===== config.mk =====
export PLATFORM = sky130hd
export DESIGN_NAME = frac_baud_gen
export DESIGN_NICKNAME = d
export VERILOG_FILES = /design/src/rtl/fbg_pkg.sv /design/src/rtl/fbg_rate_regs.sv /design/src/rtl/fbg_phase_acc.sv /design/src/rtl/frac_baud_gen.sv
export SDC_FILE = /design/constraint.sdc
export NUM_CORES = 1
export LEC_CHECK = 0
export ABC_AREA = 1
export BUFFER_PORTS_ARGS = -buffer_cell sky130_fd_sc_hd__clkbuf_2
export CORE_UTILIZATION = 25
export CTS_CLUSTER_SIZE = 24
export DETAILED_ROUTE_END_ITERATION = 7
export SLEW_MARGIN = 5
export SYNTH_ARGS = -nofsm -noshare
export SYNTH_HDL_FRONTEND = slang
export SYNTH_HIERARCHICAL = 1
export SYNTH_SLANG_ARGS = --single-unit
export TNS_END_PERCENT = 1

===== constraint.sdc =====
create_clock -name clk -period 1.96 [get_ports clk]
set_input_delay 0.196 -clock clk [delete_from_list [all_inputs] [get_ports clk]]
set_output_delay 0.196 -clock clk [all_outputs]
set_load 0.01 [all_outputs]

===== src/rtl/fbg_pkg.sv =====
package fbg_pkg;
    typedef enum logic [1:0] {
        SEL_CTRL    = 2'd0,
        SEL_RATE_HI = 2'd1,
        SEL_RATE_LO = 2'd2,
        SEL_NONE    = 2'd3
    } reg_sel_e;

    localparam int CTRL_EN_BIT = 0;
endpackage


===== src/rtl/fbg_rate_regs.sv =====
module fbg_rate_regs
    import fbg_pkg::*;
#(
    parameter int BYTE_W = 8,
    parameter int RATE_W = 16
) (
    input  logic              clk,
    input  logic              rst_n,
    input  logic              wr_en,
    input  logic [1:0]        wr_addr,
    input  logic [BYTE_W-1:0] wr_data,
    output logic              en,
    output logic [RATE_W-1:0] rate_word
);
    typedef struct packed {
        logic              en;
        logic [RATE_W-1:0] rate;
    } regs_t;

    regs_t st_d, st_q;

    always_comb begin
        st_d = st_q;
        if (wr_en) begin
            case (reg_sel_e'(wr_addr))
                SEL_CTRL:    st_d.en = wr_data[CTRL_EN_BIT];
                SEL_RATE_HI: if (!st_q.en) st_d.rate[RATE_W-1:BYTE_W] = wr_data;
                SEL_RATE_LO: if (!st_q.en) st_d.rate[BYTE_W-1:0] = wr_data;
                default:     st_d = st_q;
            endcase
        end
    end

    always_ff @(posedge clk) begin
        if (!rst_n) st_q <= '0;
        else        st_q <= st_d;
    end

    assign en        = st_q.en;
    assign rate_word = st_q.rate;

    // the rate word holds still across any edge taken while enabled
    a_r3_rate_frozen: assert property (@(posedge clk) disable iff (!rst_n)
        en |=> $stable(rate_word));
endmodule


===== src/rtl/fbg_phase_acc.sv =====
module fbg_phase_acc #(
    parameter int RATE_W = 16
) (
    input  logic              clk,
    input  logic              rst_n,
    input  logic              en,
    input  logic [RATE_W-1:0] inc,
    output logic              tick
);
    typedef struct packed {
        logic [RATE_W-1:0] acc;
        logic              tick;
    } acc_t;

    acc_t st_d, st_q;
    logic [RATE_W:0] sum;

    always_comb begin
        sum = {1'b0, st_q.acc} + {1'b0, inc};
        if (en) begin
            st_d.acc  = sum[RATE_W-1:0];
            st_d.tick = sum[RATE_W];
        end else begin
            st_d.acc  = '0;
            st_d.tick = 1'b0;
        end
    end

    always_ff @(posedge clk) begin
        if (!rst_n) st_q <= '0;
        else        st_q <= st_d;
    end

    assign tick = st_q.tick;

    // a disabled cycle is never followed by a tick
    a_r6_idle_when_off: assert property (@(posedge clk) disable iff (!rst_n)
        !en |=> !tick);

    // a zero rate word never yields a tick
    a_r7_zero_rate_silent: assert property (@(posedge clk) disable iff (!rst_n)
        (en && inc == '0) |=> !tick);

    // the first cycle after enabling carries no tick
    a_r5_first_cycle_quiet: assert property (@(posedge clk) disable iff (!rst_n)
        $rose(en) |-> !tick);
endmodule


===== src/rtl/frac_baud_gen.sv =====
module frac_baud_gen #(
    parameter int BYTE_W = 8
) (
    input  logic              clk,
    input  logic              rst_n,
    input  logic              wr_en,
    input  logic [1:0]        wr_addr,
    input  logic [BYTE_W-1:0] wr_data,
    output logic              tick,
    output logic              enabled,
    output logic [2*BYTE_W-1:0] rate
);
    localparam int RATE_W = 2 * BYTE_W;

    logic              en_q;
    logic [RATE_W-1:0] rate_q;

    fbg_rate_regs #(
        .BYTE_W (BYTE_W),
        .RATE_W (RATE_W)
    ) u_regs (
        .clk       (clk),
        .rst_n     (rst_n),
        .wr_en     (wr_en),
        .wr_addr   (wr_addr),
        .wr_data   (wr_data),
        .en        (en_q),
        .rate_word (rate_q)
    );

    fbg_phase_acc #(
        .RATE_W (RATE_W)
    ) u_acc (
        .clk   (clk),
        .rst_n (rst_n),
        .en    (en_q),
        .inc   (rate_q),
        .tick  (tick)
    );

    assign enabled = en_q;
    assign rate    = rate_q;
endmodule


-- After elaboration in Yosys (flattened, before gate mapping)
Index checks and enable logic that the tools add are counted.
- bits in registers: 34
- input bits: 13
- output and inout bits: 18
- word-level logic and storage cells: 14
- add/sub/neg operators: 1
- eq/ne operators: 2
- bitwise operators: 1
- reduce and logical (&&, ||, !) cells: 5
- operators with widths (operator ; number):
    16-bit by 16-bit adder with 17-bit output ; 1
    3-bit AND reduction ; 2
    2-bit AND reduction ; 2
    2-bit by 1-bit == test with 1-bit output (second input constant) ; 1
    2-bit == test (second input constant) ; 1
    2-bit logical NOT ; 1
    1-bit NOT ; 1

-- Depth between registers and ports, before layout
- depth in word-level cells: 2
- gate-level depth with buffers: 11
- depth with buffers taken out: 11

-- Modules after synthesis
Netlist, hierarchy kept.
- by module, submodules not included (module ; instances ; cells each ; area each (µm²) ; seq. area each (µm²)):
    fbg_phase_acc ; 1 ; 223 ; 1381.3 ; 340.3
    fbg_rate_regs ; 1 ; 110 ; 759.5 ; 340.3

-- Worst setup path after synthesis
No wires, ideal clock.
- path type: register to register
- from: reg u_regs.st_q, in the netlist u_regs/rate_word[0]
- to: reg u_acc.st_q, in the netlist u_acc/tick
- setup time: 0.115 ns
- data arrival time: 1.470 ns
- path slack: 0.374 ns
- stages on the path, launching flop included: 9
- path buffers: 0
- period minus slack after synthesis: 1.586 ns
- path through: dfxtp_1 -> ha_1 -> fa_1 -> nand3_1 -> nand3_1 -> nand3_1 -> nand3_2 -> a21oi_1 -> nor2_1
- word-level cells in the longest chain between the ends: 1
- RTL lines (what ; RTL line ; source):
    from (decl) ; fbg_rate_regs.sv:20 ; regs_t st_d, st_q;
    from (signal assigned) ; fbg_rate_regs.sv:36 ; else st_q <= st_d;
    16-bit by 16-bit adder with 17-bit output ; fbg_phase_acc.sv:19 ; sum = {1'b0, st_q.acc} + {1'b0, inc};
    to (signal assigned) ; fbg_phase_acc.sv:31 ; else st_q <= st_d;
    to (decl) ; fbg_phase_acc.sv:15 ; acc_t st_d, st_q;
No other way between the ends.
A chain may end at the register's enable or synchronous reset.

-- Worst setup path in the final report
Ends and elaborated chain as after synthesis.

==> results.md <==
- The setup TNS is 0 ns.
- The type of the worst min-delay path is in -> reg.
- After synthesis, the cell types taking the most area are sky130_fd_sc_hd__dfxtp_1 (32%), sky130_fd_sc_hd__nand2_1 (17%), sky130_fd_sc_hd__nor2_1 (11%).
- The number of global-route vias before repair is 1,899.
- The maximum operating frequency is 583 MHz.
- The amount of wire on met3 after detailed routing is 201 um.
- The number of remaining DRC errors is 0.
- The post-synthesis instance area is 2140 um^2.
- The worst relative slew slack is 0.667.
- At the pin with the least slew margin, the transition time is 0.499 ns.
- For this design, the CTS-stage hold fixing added 0 buffers.
- The CTS tree is built.
- The overall die area is a little under 9000 um^2.
- The worst hold path was traced through 5 stages.
- The register-to-register setup slack is 0.25 ns.
- The half-perimeter wire length after detailed placement is 4040 um.
- The layout filler cell count is 932.
- The launching element type of the critical path is a flop.
- After detailed routing, the wire length on met1 is 2530 um.
- In this run the most critical hold path is launched from wr_data[6].
- The number of ports placed on the die boundary is 31.
- Post-CTS repair changed the size of 0 cells.
- The setup violation total in the final timing report is 0.
- The share of the synthesized area in the top cell type is 0.318.
- The shortest period the worst path allows is 1.71 ns.
- VDD sags by at most 0.244 mV.
- The clock passes through at most 2 buffers.
- The register cell area after layout is roughly 680 um^2.
- The number of setup buffers added after CTS is 0.
- In the finished design, the share of the clock period the worst path needs comes to 0.875.
- The synthesized area divided by synthesized cell count is between 6 and 7 um^2.
- In the final routed layout, each cell accounts on average for 10.7 um.
- After routing the design area is roughly 2500 um^2.
- Max-cap violations in this run came to 0.
- The biggest fanout along the worst timing path is 4.
- The number of buffers and inverters on the critical path is 0.
- The largest delay contributor family on the critical path is adder cells.
- The initial utilization of the core area, before any placement, comes to 0.259.
- The first global-routing pass estimated 8570 um of wire.
- The highest layer touched by signal routing is met4.
- The run finished with clean final reports.
- The critical register-to-register path startpoint is u_regs/rate_word[0].
- The overall die height is between 90 and 100 um.
- The standard cell with the maximum stage delay on the critical path is sky130_fd_sc_hd__fa_1.
- The number of warnings reported in the yosys synthesis log is 6.
- The final layout net count is 397.
- The cell row count is 33.
- The number of iterations in the first detailed-routing pass is 4.
- The dominant cell type by area after synthesis is sky130_fd_sc_hd__dfxtp_1.
- The logic depth of the worst register-to-register path is 8.
- Setup repair after global routing left no endpoint under its margin.
- The congestion estimate from routability-driven global placement came to about 0.79.
- 0 antenna diodes ended up in the layout.
- For this block, the initial DRC count from the detailed router was 95.
- The most prevalent standard cell on the critical path is sky130_fd_sc_hd__nand3_1.
- The area inside the core boundary is 8260 um^2.
- Summed over all cells, the static leakage comes to 1.35 nW.
- The largest single stage delay on the critical path is 0.41 ns.
- The endpoint of the worst hold path is u_regs/rate_word[6].
- Dividing total power by cell area gives a power density of 675 nW/um^2.
- Dividing the detail-routed via count by the number of cells gives 4.25.
- The number of distinct library cells after synthesis is 23.
- Synthesis produced a netlist with a net count of 363.
- The number of buffers created by CTS is 5.
- The max-slew violation count was 0.
- Between clock sinks in the finished design, the worst skew comes to 0.00808 ns.
- The detailed-routed wire length on met2 is 2270 um.
- STA classifies the critical path endpoint as a flop.
- The routed design has 5070 um of wire.
- Across every metal layer, demand over resource in global routing totals 0.125.
- From left edge to right edge, the die measures 94.5 um.
- The initial antenna violation count is 0.
- The synthesized design contains 34 register bits.
- During placement, the flow inserted port buffers numbering 30.
- On the final layout, the worst hold slack is around 0.25 ns.
- The relative area change from synthesis to final layout is 18.9%.
- Counting every instance in the synthesized netlist gives 333.
- Walking the worst path, the cells encountered are ha_1 > fa_1 > nand3_1 > nand3_1 > nand3_1 > nand3_2 > a21oi_1 > nor2_1.
- Global routing finished with a remaining overflow of 0.
- Once placement finished, the instance area stood at 2400 um^2.
- After clock tree synthesis, the clock-pin slew on the worst setup and hold paths is around 0.070 ns.
- The number of H-tree levels is 2.
- The post-route antenna net violation count is 0.
- Across all layers, the routed design uses 2,010 vias.
- The number of hold violations in the final report is 0.
- The clock latency reported for the late side of the worst-skew pair is slightly below 0.3 ns.
- The critical path is of the reg -> reg type.
- The fraction of final layout cells with drive strength greater than 1 is 0.177.
- At the worst endpoint, the required time is roughly 2.1 ns.
- The total stage count of the critical path is 8.
- The root buffer cell chosen for the clock tree is sky130_fd_sc_hd__clkbuf_8.
- The clock drives 34 sinks.
- The worst endpoint data arrival time is about 1.9 ns.
- The share of the Yosys chip area taken by registers is 0.318.
- Entering global routing, the biggest net connects 18 pins.
- In this run the critical register-to-register path is captured at u_acc/tick.
- Summing all multi-input logic gate instances after layout gives 1240 um^2.
cells in the mapped netlist (all sizes together):
cell	number
inv	52
ha	16
or2	2
nor3	3
and2	1
nand4	1
dfxtp	34
o21ai	6
nand2	102
nor2	66
fa	1
nand3	26
nand3b	2
a21oi	17
buf	4
tightest hold or removal path, cell delays in order:
cell and delay [ns]:
sky130_fd_sc_hd__clkbuf_2 0.08, sky130_fd_sc_hd__inv_1 0.04, sky130_fd_sc_hd__nand3_1 0.07, sky130_fd_sc_hd__nand2_1 0.05, sky130_fd_sc_hd__nor2_1 0.07
logic make-up after synthesis:
kind of cell	after synthesis	share of synthesized area
AO/OA/AOI/OAI	23	0.0590
adder cells (fa/ha/maj)	17	0.103
buffers and inverters	56	0.103
flip-flops	34	0.318
AND/OR/NAND/NOR	203	0.417
report_power, final:
group,internal (W),total (W),switching (W)
Combinational,0.0000652,0.000174,0.000109
Sequential,0.000711,0.000733,0.0000222
Clock,0.000543,0.000812,0.000270
Total,0.00132,0.00172,0.000400
final cells by class:
type,instances,area share
Multi-Input combinational cell,243,0.486
Sequential cell,34,0.267
Inverter,52,0.0767
Timing Repair Buffer,31,0.0619
Tap cell,105,0.0516
Clock buffer,6,0.0324
Clock inverter,2,0.0236
sequential cells by signal (all words and copies together) (netlist names):
| register | cells |
|---|---|
| u_regs/en | 1 |
| u_acc/st_q | 16 |
| u_acc/tick | 1 |
| u_regs/rate_word | 16 |
routing by layer:
layer / vias to the layer above / track usage
li1: 1091 / -
met5: - / 0
met1: 883 / 0.159
met4: 0 / 0.0518
met3: 6 / 0.0242
met2: 30 / 0.205
worst max-delay path by stage:
stage / from / to / slack (ns)
5_1_grt: u_regs/rate_word[0] / u_acc/st_q[13] / 0.11
3_5_place_dp: u_regs/rate_word[0] / u_acc/st_q[15] / 0.28
3_3_place_gp: u_regs/rate_word[0] / u_acc/st_q[11] / 0.31
2_1_floorplan: u_regs/rate_word[0] / u_acc/tick / 0.37
6_report: u_regs/rate_word[0] / u_acc/tick / 0.25
4_1_cts: u_regs/rate_word[0] / u_acc/tick / 0.24
placed cells by master, fill, tap and decap left out, types with 3 or more instances in the layout:
master	count
sky130_fd_sc_hd__a21oi_1	16
sky130_fd_sc_hd__clkbuf_2	30
sky130_fd_sc_hd__clkbuf_8	6
sky130_fd_sc_hd__dfxtp_1	34
sky130_fd_sc_hd__ha_1	16
sky130_fd_sc_hd__inv_1	44
sky130_fd_sc_hd__inv_2	8
sky130_fd_sc_hd__nand2_1	96
sky130_fd_sc_hd__nand2_2	6
sky130_fd_sc_hd__nand3_1	25
sky130_fd_sc_hd__nor2_1	60
sky130_fd_sc_hd__nor2_4	5
sky130_fd_sc_hd__nor3_2	3
sky130_fd_sc_hd__o21ai_0	6
stage by stage:
stage	utilization	power [W]	cells	setup slack (ns)
2_1_floorplan	-	0.000863	333	0.374
3_3_place_gp	0.291	0.000922	465	0.312
3_5_place_dp	0.291	0.000925	465	0.277
4_1_cts	0.308	0.00175	473	0.245
5_1_grt	0.308	0.00180	473	0.109
6_report	0.308	0.00172	473	0.246
(Power assumes the default switching activity.)
